File: config.mk
export PLATFORM = sky130hd
export DESIGN_NAME = crc_syndrome_engine
export DESIGN_NICKNAME = d
export VERILOG_FILES = /design/src/rtl/crc_syn_pkg.sv /design/src/rtl/crc_cfg_regs.sv /design/src/rtl/crc_shift_core.sv /design/src/rtl/crc_zero_detect.sv /design/src/rtl/crc_syndrome_engine.sv
export SDC_FILE = /design/constraint.sdc
export NUM_CORES = 1
export LEC_CHECK = 0
export BUFFER_PORTS_ARGS = -buffer_cell sky130_fd_sc_hd__buf_2
export CORE_ASPECT_RATIO = 0.6
export CORE_UTILIZATION = 45
export CTS_BUF_LIST = sky130_fd_sc_hd__clkbuf_4
export CTS_CLUSTER_SIZE = 14
export DETAILED_ROUTE_END_ITERATION = 10
export GPL_TIMING_DRIVEN = 0
export SLEW_MARGIN = 10
export SYNTH_ARGS = -nofsm -noshare
export SYNTH_HDL_FRONTEND = slang
export SYNTH_SLANG_ARGS = --single-unit
File: constraint.sdc
create_clock -name clk -period 2.9 [get_ports clk]
set_clock_uncertainty 0.15 [all_clocks]
set_input_delay 0.145 -clock clk [delete_from_list [all_inputs] [get_ports clk]]
set_output_delay 0.145 -clock clk [all_outputs]
set_load 0.03 [all_outputs]
File: src/rtl/crc_syn_pkg.sv
package crc_syn_pkg;
  typedef enum logic [2:0] {
    A_MODE = 3'd0,
    A_FBT  = 3'd1,
    A_FFT  = 3'd2,
    A_MASK = 3'd3,
    A_BSEL = 3'd4,
    A_CMD  = 3'd5,
    A_SYN  = 3'd6
  } cfg_addr_e;

  typedef enum logic {
    ST_IDLE = 1'b0,
    ST_ARM  = 1'b1
  } step_st_e;

  localparam int CMD_START = 0;
  localparam int CMD_DIN   = 1;
  localparam int CMD_ZDEN  = 2;
endpackage

File: src/rtl/crc_cfg_regs.sv
module crc_cfg_regs
  import crc_syn_pkg::*;
#(
  parameter int SEC_W = 24,
  parameter int TOT_W = 48
) (
  input  logic             clk,
  input  logic             rst,
  input  logic             wr_en,
  input  logic [2:0]       addr,
  input  logic [TOT_W-1:0] wdata,
  output logic [1:0]       mode,
  output logic [TOT_W-1:0] fbt,
  output logic [TOT_W-1:0] fft,
  output logic [SEC_W-1:0] mask,
  output logic [TOT_W-1:0] bsel,
  output logic             zd_en,
  output logic             din,
  output logic             go,
  output logic             load_en,
  output logic [TOT_W-1:0] load_val
);
  always_ff @(posedge clk) begin
    if (rst) begin
      mode  <= '0;
      fbt   <= '0;
      fft   <= '0;
      mask  <= '0;
      bsel  <= '0;
      zd_en <= 1'b0;
      din   <= 1'b0;
    end else if (wr_en) begin
      case (addr)
        A_MODE: mode <= wdata[1:0];
        A_FBT:  fbt  <= wdata;
        A_FFT:  fft  <= wdata;
        A_MASK: mask <= wdata[SEC_W-1:0];
        A_BSEL: bsel <= wdata;
        A_CMD: begin
          zd_en <= wdata[CMD_ZDEN];
          din   <= wdata[CMD_DIN];
        end
        default: ;
      endcase
    end
  end

  always_comb begin
    go       = wr_en && (addr == A_CMD) && wdata[CMD_START] && mode[1];
    load_en  = wr_en && (addr == A_SYN);
    load_val = wdata;
  end
endmodule

File: src/rtl/crc_shift_core.sv
module crc_shift_core #(
  parameter int SEC_W = 24,
  parameter int TOT_W = 48
) (
  input  logic             clk,
  input  logic             rst,
  input  logic             chain,
  input  logic             shift_en,
  input  logic             load_en,
  input  logic [TOT_W-1:0] load_val,
  input  logic [TOT_W-1:0] fbt,
  input  logic [TOT_W-1:0] fft,
  input  logic [SEC_W-1:0] mask,
  input  logic             din,
  output logic [TOT_W-1:0] syn,
  output logic             mask_err
);
  logic             mask_ok;
  logic             fb;
  logic [TOT_W-1:0] moved;
  logic [TOT_W-1:0] nxt;

  always_comb begin
    mask_ok = (mask != '0) && ((mask & (mask - 1'b1)) == '0);
    fb      = mask_ok && (|(syn[SEC_W-1:0] & mask));
    moved   = {1'b0, syn[TOT_W-1:1]};
    if (!chain) begin
      moved[SEC_W-1] = 1'b0;
    end
    nxt = moved ^ (fbt & {TOT_W{fb}}) ^ (fft & {TOT_W{din}});
    if (!chain) begin
      nxt[TOT_W-1:SEC_W] = syn[TOT_W-1:SEC_W];
    end
  end

  always_ff @(posedge clk) begin
    if (rst) begin
      syn      <= '0;
      mask_err <= 1'b0;
    end else begin
      mask_err <= !mask_ok;
      if (load_en) begin
        syn <= load_val;
      end else if (shift_en) begin
        syn <= nxt;
      end
    end
  end
endmodule

File: src/rtl/crc_zero_detect.sv
module crc_zero_detect #(
  parameter int SEC_W = 24,
  parameter int TOT_W = 48
) (
  input  logic             clk,
  input  logic             rst,
  input  logic             enable,
  input  logic             chain,
  input  logic [TOT_W-1:0] bsel,
  input  logic [TOT_W-1:0] syn,
  output logic             zero_flag
);
  localparam int NSEC = TOT_W / SEC_W;

  logic [NSEC-1:0] sec_sel;
  logic [NSEC-1:0] sec_hit;

  for (genvar s = 0; s < NSEC; s++) begin : g_sec
    logic active;
    assign active     = (s == 0) || chain;
    assign sec_sel[s] = active && (|bsel[s*SEC_W +: SEC_W]);
    assign sec_hit[s] = active && (|(bsel[s*SEC_W +: SEC_W] & syn[s*SEC_W +: SEC_W]));
  end

  always_ff @(posedge clk) begin
    if (rst) begin
      zero_flag <= 1'b0;
    end else begin
      zero_flag <= enable && (|sec_sel) && !(|sec_hit);
    end
  end
endmodule

File: src/rtl/crc_syndrome_engine.sv
module crc_syndrome_engine
  import crc_syn_pkg::*;
#(
  parameter int SEC_W = 24,
  parameter int TOT_W = 2 * SEC_W
) (
  input  logic             clk,
  input  logic             rst,
  input  logic             cfg_we,
  input  logic [2:0]       cfg_addr,
  input  logic [TOT_W-1:0] cfg_wdata,
  output logic             busy,
  output logic [TOT_W-1:0] syndrome,
  output logic             zero_flag,
  output logic             mask_err
);
  step_st_e         st;
  logic             wr_ok;
  logic [1:0]       mode_q;
  logic [TOT_W-1:0] fbt_q;
  logic [TOT_W-1:0] fft_q;
  logic [SEC_W-1:0] mask_q;
  logic [TOT_W-1:0] bsel_q;
  logic             zd_en_q;
  logic             din_q;
  logic             go;
  logic             load_en;
  logic [TOT_W-1:0] load_val;

  assign wr_ok = cfg_we && (st == ST_IDLE);

  crc_cfg_regs #(.SEC_W(SEC_W), .TOT_W(TOT_W)) u_cfg (
    .clk     (clk),
    .rst     (rst),
    .wr_en   (wr_ok),
    .addr    (cfg_addr),
    .wdata   (cfg_wdata),
    .mode    (mode_q),
    .fbt     (fbt_q),
    .fft     (fft_q),
    .mask    (mask_q),
    .bsel    (bsel_q),
    .zd_en   (zd_en_q),
    .din     (din_q),
    .go      (go),
    .load_en (load_en),
    .load_val(load_val)
  );

  always_ff @(posedge clk) begin
    if (rst) begin
      st <= ST_IDLE;
    end else begin
      case (st)
        ST_IDLE: if (go) st <= ST_ARM;
        default: st <= ST_IDLE;
      endcase
    end
  end

  assign busy = (st == ST_ARM);

  crc_shift_core #(.SEC_W(SEC_W), .TOT_W(TOT_W)) u_core (
    .clk     (clk),
    .rst     (rst),
    .chain   (mode_q[0]),
    .shift_en(st == ST_ARM),
    .load_en (load_en),
    .load_val(load_val),
    .fbt     (fbt_q),
    .fft     (fft_q),
    .mask    (mask_q),
    .din     (din_q),
    .syn     (syndrome),
    .mask_err(mask_err)
  );

  crc_zero_detect #(.SEC_W(SEC_W), .TOT_W(TOT_W)) u_zd (
    .clk      (clk),
    .rst      (rst),
    .enable   (zd_en_q && mode_q[1]),
    .chain    (mode_q[0]),
    .bsel     (bsel_q),
    .syn      (syndrome),
    .zero_flag(zero_flag)
  );
endmodule

==> flow_summary.toml, run 1 <==
[run_status]
status = "finished clean"

[sta]
maxSlewHeadroom_pct = 45.0
setup_viol_count_final = 0
post-route-min-period_ns = 2.84
slew_violations = 0
fin_crit_sh_pct = 98.0
tightest_slew_ns = 0.825
hold_ws_ns = 0.0724
max_freq_ghz = 0.352
hold_violations = 0

[cells_and_area]
final_common_cell = "nand2_1"
final_cell_mix = "nand2_1 (495), dfxtp_1 (223), a21oi_1 (219)"
fin_util_pct = 55.6
final_area_um2 = 13000
stdcell_count = 2031
multiInputGateArea_um2 = 5930
nets = 1738
drive_gt1_share_pct = 12.9
nFillCells = 2321
syn2layout_area_growth_pct = 20.0
regArea_um2 = 4460

[die]
die_h_um = 122
die-width_um = 202
die_area_um2 = 24600
start_util_pct = 46.4
ios = 105
rows = 43
core-area_um2 = 23300

[routing]
routedWlPerCell_um = 20.9
drt-initial-drc-count = 1416
vias = 11935
drc = 0
firstDrtPassIters = 5
viasPerCell = 5.88
postRouteAntennaNets = 0
totalWireLength_um = 42500

[grt]
grt_remaining_overflow = 0
grt_max_degree = 15
grt_first_pass_wirelength_um = 64400
grtUsageTotal_pct = 34.3
grt_pass1_vias = 10671
antenna_found_initial = 1

[clock_tree]
clock_sinks = 223
cts_max_level = 2
cts_made_buffers = 56
clockRootBuffer = "clkbuf_4"
clk_latency_ns = 0.75
cts.clk_slew.worst_paths_ns = 0.07
cts_tree = "done"
clockBufferDepth = 3

[worst_hold_path]
hp-class = "in -> reg"
min_delay_path_depth = 4

[placement]
post-dp-hpwl_um = 31100
port_buffers = 102
dp_cells = 1886
place.gp.congestion = 0.979
dpl_cell_area_um2 = 11700

[synthesis]
synth-edff-count = 0
synthDistinctLibCells = 46
synth_ff_type = "dfxtp_1"
syn_avg_cell_area_um2 = 7.35
async_reset_ff_share_pct = 0
ys_seq_elements = 223
netlist_instances = 1469
syn-num-nets = 1523
ys_seq_area_share_pct = 41.3
syn_area_um2 = 10800
yosysWarnings = 0

[power]
power_uw = 6450
power.density_nw_per_um2 = 498
p_leak_uw = 0.00460
max-vdd-ir-drop_v = 0.000279

[worst_setup_path]
worstPathRequired_ns = 3.38
path_class = "reg -> reg"
worstRegToRegCells = 8
worstSetupStartpointType = "register"
end_kind = "register"
arrival_ns = 3.32
crit_fanout = 10

[run]
max-cap-violations = 0
==> worst max-delay path, stage by stage, from the launching register on <==
cell and delay, ns:
dfxtp_1 0.39, nor4_4 0.41, nand4_1 0.20, o21a_1 0.18
nor4_2 0.42, buf_2 0.37, buf_2 0.31, nand4_1 0.16
o211ai_1 0.13
==> cell type report <==
type | instances | area share, %
diodes | 2 | 0.0386
plain buffers | 112 | 3.58
clock buffers | 83 | 4.81
clock inverters | 5 | 0.145
inverters | 2 | 0.0579
multi-input cells | 1132 | 45.7
flip-flops and latches | 223 | 34.4
well taps | 315 | 3.04
repair buffers | 157 | 8.15
==> per-stage QoR <==
step	worst slack [ns]	TNS, ns
after floorplan	0.494	0
after global placement	-0.212	-8.74
after detailed placement	-0.322	-13.69
after CTS	0.0324	0
after global routing	-0.0143	-0.0263
final	0.0579	0
==> registers in the layout, summed over array words and instances, names as in the netlist <==
| register | count |
|---|---|
| u_core.syn | 48 |
| u_cfg.mask | 24 |
| u_cfg.din | 1 |
| u_cfg.fbt | 48 |
| busy | 1 |
| u_cfg.mode | 2 |
| u_cfg.fft | 48 |
| u_cfg.zd_en | 1 |
| u_zd.zero_flag | 1 |
| u_core.mask_err | 1 |
| u_cfg.bsel | 48 |
==> path summary, 6_finish.rpt <==
kind | startpoint | slack [ns] | to
setup / recovery | u_cfg.mask[1] | 0.06 | u_core.syn[13]
hold / removal | cfg_wdata[47] | 0.07 | u_cfg.fbt[47]
setup reg to reg | u_cfg.mask[1] | 0.06 | u_core.syn[13]
hold reg to reg | u_cfg.fft[6] | 0.31 | u_cfg.fft[6]
==> power by group <==
| part | internal, uW | switching (uW) |
|---|---|---|
| logic | 216 | 404 |
| registers | 3130 | 81.2 |
| clock network | 1280 | 1340 |
| total | 4620 | 1830 |
==> Yosys cell counts, types with 9 or more instances <==
cell type	instances	area (um2)
nor4_1	15	93.8
buf_1	9	33.8
clkbuf_1	89	334
dfxtp_1	223	4460
nor2_1	58	218
buf_2	11	55.1
xnor2_1	47	412
nand2_1	495	1860
a22oi_1	31	233
a21oi_1	219	1100
o211ai_1	48	360
o22a_1	47	412
and3_1	28	175
nor3b_1	26	195
nand4_1	60	375
==> layer usage <==
layer  up-vias  wire length [um]  track usage (%)
li1       5582                 -                -
met1      5605             20400             54.2
met2       689             15900             44.4
met3        59              5660             9.18
met4         0               589             8.19
met5         -                 0                0
==> repair_timing <==
item / 4_1_cts / 5_1_grt
gates resized for setup: 6 / 11
buffers inserted: 0 / 2
pin swaps: 0 / 2
endpoints found under the setup margin: 80 / 45
hold buffers: 53 / 0
endpoints found under the hold margin: 222 / 0
==> cells by family after synthesis <==
logic type | Yosys count | share of synthesized area [%]
AOI/OAI and AO/OA | 369 | 21.2
xor gates and xnor gates | 47 | 3.81
adders and majority gates | 2 | 0.208
buffers and inverters | 114 | 4.26
DFF | 223 | 41.3
muxes | 2 | 0.185
and+or+nand+nor | 712 | 29.0
Power figures use the tool's default switching activity.
==> inputs of run 2 (changes only) <==
==> constraint.sdc (replaced) <==
create_clock -name clk -period 2.8 [get_ports clk]
set_clock_uncertainty 0.15 [all_clocks]
set_input_delay 0.14 -clock clk [delete_from_list [all_inputs] [get_ports clk]]
set_output_delay 0.14 -clock clk [all_outputs]
set_load 0.03 [all_outputs]
==> run 2 against run 1 <==
Worst setup slack barely moved. Wire length rose by 0.59%. Clock power rose by 4%. Total power rose by 3.8%. Fmax rose by 3.6%. Combinational power rose by 5.5%. Global-route usage did not move. Flip-flop and latch count did not move. Final area rose by 0.70%. Critical path depth did not move. Sequential share of layout area fell by 0.24 points.
==> flow_summary.toml, run 2 (synthesized netlist as in run 1, its figures left out) <==
[clock_tree]
cts_made_buffers = 56
clk_latency_ns = 0.75
cts.clk_slew.worst_paths_ns = 0.07
cts_max_level = 2
clockBufferDepth = 3
clockRootBuffer = "clkbuf_4"
clock_sinks = 223
cts_tree = "done"

[grt]
grt_remaining_overflow = 0
grt_max_degree = 15
grtUsageTotal_pct = 34.3
antenna_found_initial = 1
grt_pass1_vias = 10672
grt_first_pass_wirelength_um = 64400

[routing]
postRouteAntennaNets = 0
routedWlPerCell_um = 21.0
firstDrtPassIters = 5
viasPerCell = 5.88
drc = 0
totalWireLength_um = 42800
drt-initial-drc-count = 1409
vias = 11969

[power]
p_leak_uw = 0.00465
max-vdd-ir-drop_v = 0.000289
power_uw = 6700
power.density_nw_per_um2 = 513

[cells_and_area]
final_common_cell = "nand2_1"
nets = 1742
drive_gt1_share_pct = 13.5
final_cell_mix = "nand2_1 (495), dfxtp_1 (223), a21oi_1 (219)"
final_area_um2 = 13100
syn2layout_area_growth_pct = 20.8

[worst_setup_path]
worstPathRequired_ns = 3.29
worstRegToRegCells = 8
path_class = "reg -> reg"
worstSetupStartpointType = "register"
end_kind = "register"
crit_fanout = 10
arrival_ns = 3.23

[die]
start_util_pct = 46.4
core-area_um2 = 23300
ios = 105
rows = 43
die_area_um2 = 24600
die-width_um = 202
die_h_um = 122

[sta]
fin_crit_sh_pct = 97.9
slew_violations = 0
post-route-min-period_ns = 2.74
max_freq_ghz = 0.365
maxSlewHeadroom_pct = 42.8
tns_ns = 0
tightest_slew_ns = 0.858
fin_ws_ns = 0.0577
hold_violations = 0
hold_ws_ns = 0.0729
setup_viol_count_final = 0

[run]
max-cap-violations = 0

[worst_hold_path]
hp-class = "in -> reg"
min_delay_path_depth = 4

[placement]
dp_slack_ns = -0.422
post-dp-hpwl_um = 31100
dpl_cell_area_um2 = 11700
port_buffers = 102
place.gp.congestion = 0.979

[run_status]
status = "finished clean"
[run 2: layout make-up]
cell class	instances	area [um2]
antenna	1	2.50
timing repair buffer	161	1090
clock buffer	83	623
tap	315	394
sequential	223	4460
multi-input combinational	1132	5970
clock inverter	5	18.8
fill	2306	10200
buffer	112	482
inverter	2	7.51
[run 2: report_power, final]
part / total [uW] / switching (uW) / internal, uW
Combinational: 654 / 423 / 231
Clock: 2720 / 1390 / 1320
Sequential: 3330 / 85.6 / 3240
Total: 6700 / 1900 / 4800
[run 2: per-stage QoR]
stage,instances,util (%)
6_report,2034,56.0
5_1_grt,2034,56.0
4_1_cts,2027,55.4
3_5_place_dp,1886,50.2
3_3_place_gp,1886,50.2
2_1_floorplan,1469,-
[run 2: worst paths after layout]
path	from	to	slack, ns
max reg2reg	u_cfg.mask[20]	u_core.syn[13]	0.06
max	u_cfg.mask[20]	u_core.syn[13]	0.06
min	cfg_wdata[44]	u_cfg.fbt[44]	0.07
min reg2reg	u_cfg.fft[9]	u_cfg.fft[9]	0.31
[run 2: critical path, cell delays in order, from the launching register on]
cell      delay [ns]
dfxtp_1         0.37
maj3_2          0.32
or4_1           0.46
o31ai_4         0.22
and4_1          0.29
clkbuf_4        0.27
buf_2           0.28
nand4_1         0.16
o211ai_1        0.12
[run 2: per-layer routing]
metal  global-route usage (%)  up-vias  share of wire [%]
li1                         -     5580                  -
met1                     54.2     5657                 48
met2                     44.3      670                 37
met3                     9.34       62                 13
met4                     8.19        0                1.5
met5                        0        -                  0
[run 2: repair_timing]
action / CTS / global route
gates resized for setup: 8 / 28
setup buffers: 0 / 6
hold buffers: 53 / 0
pin swaps: 1 / 4
setup endpoints to repair: 80 / 79
hold endpoints to repair: 222 / 0
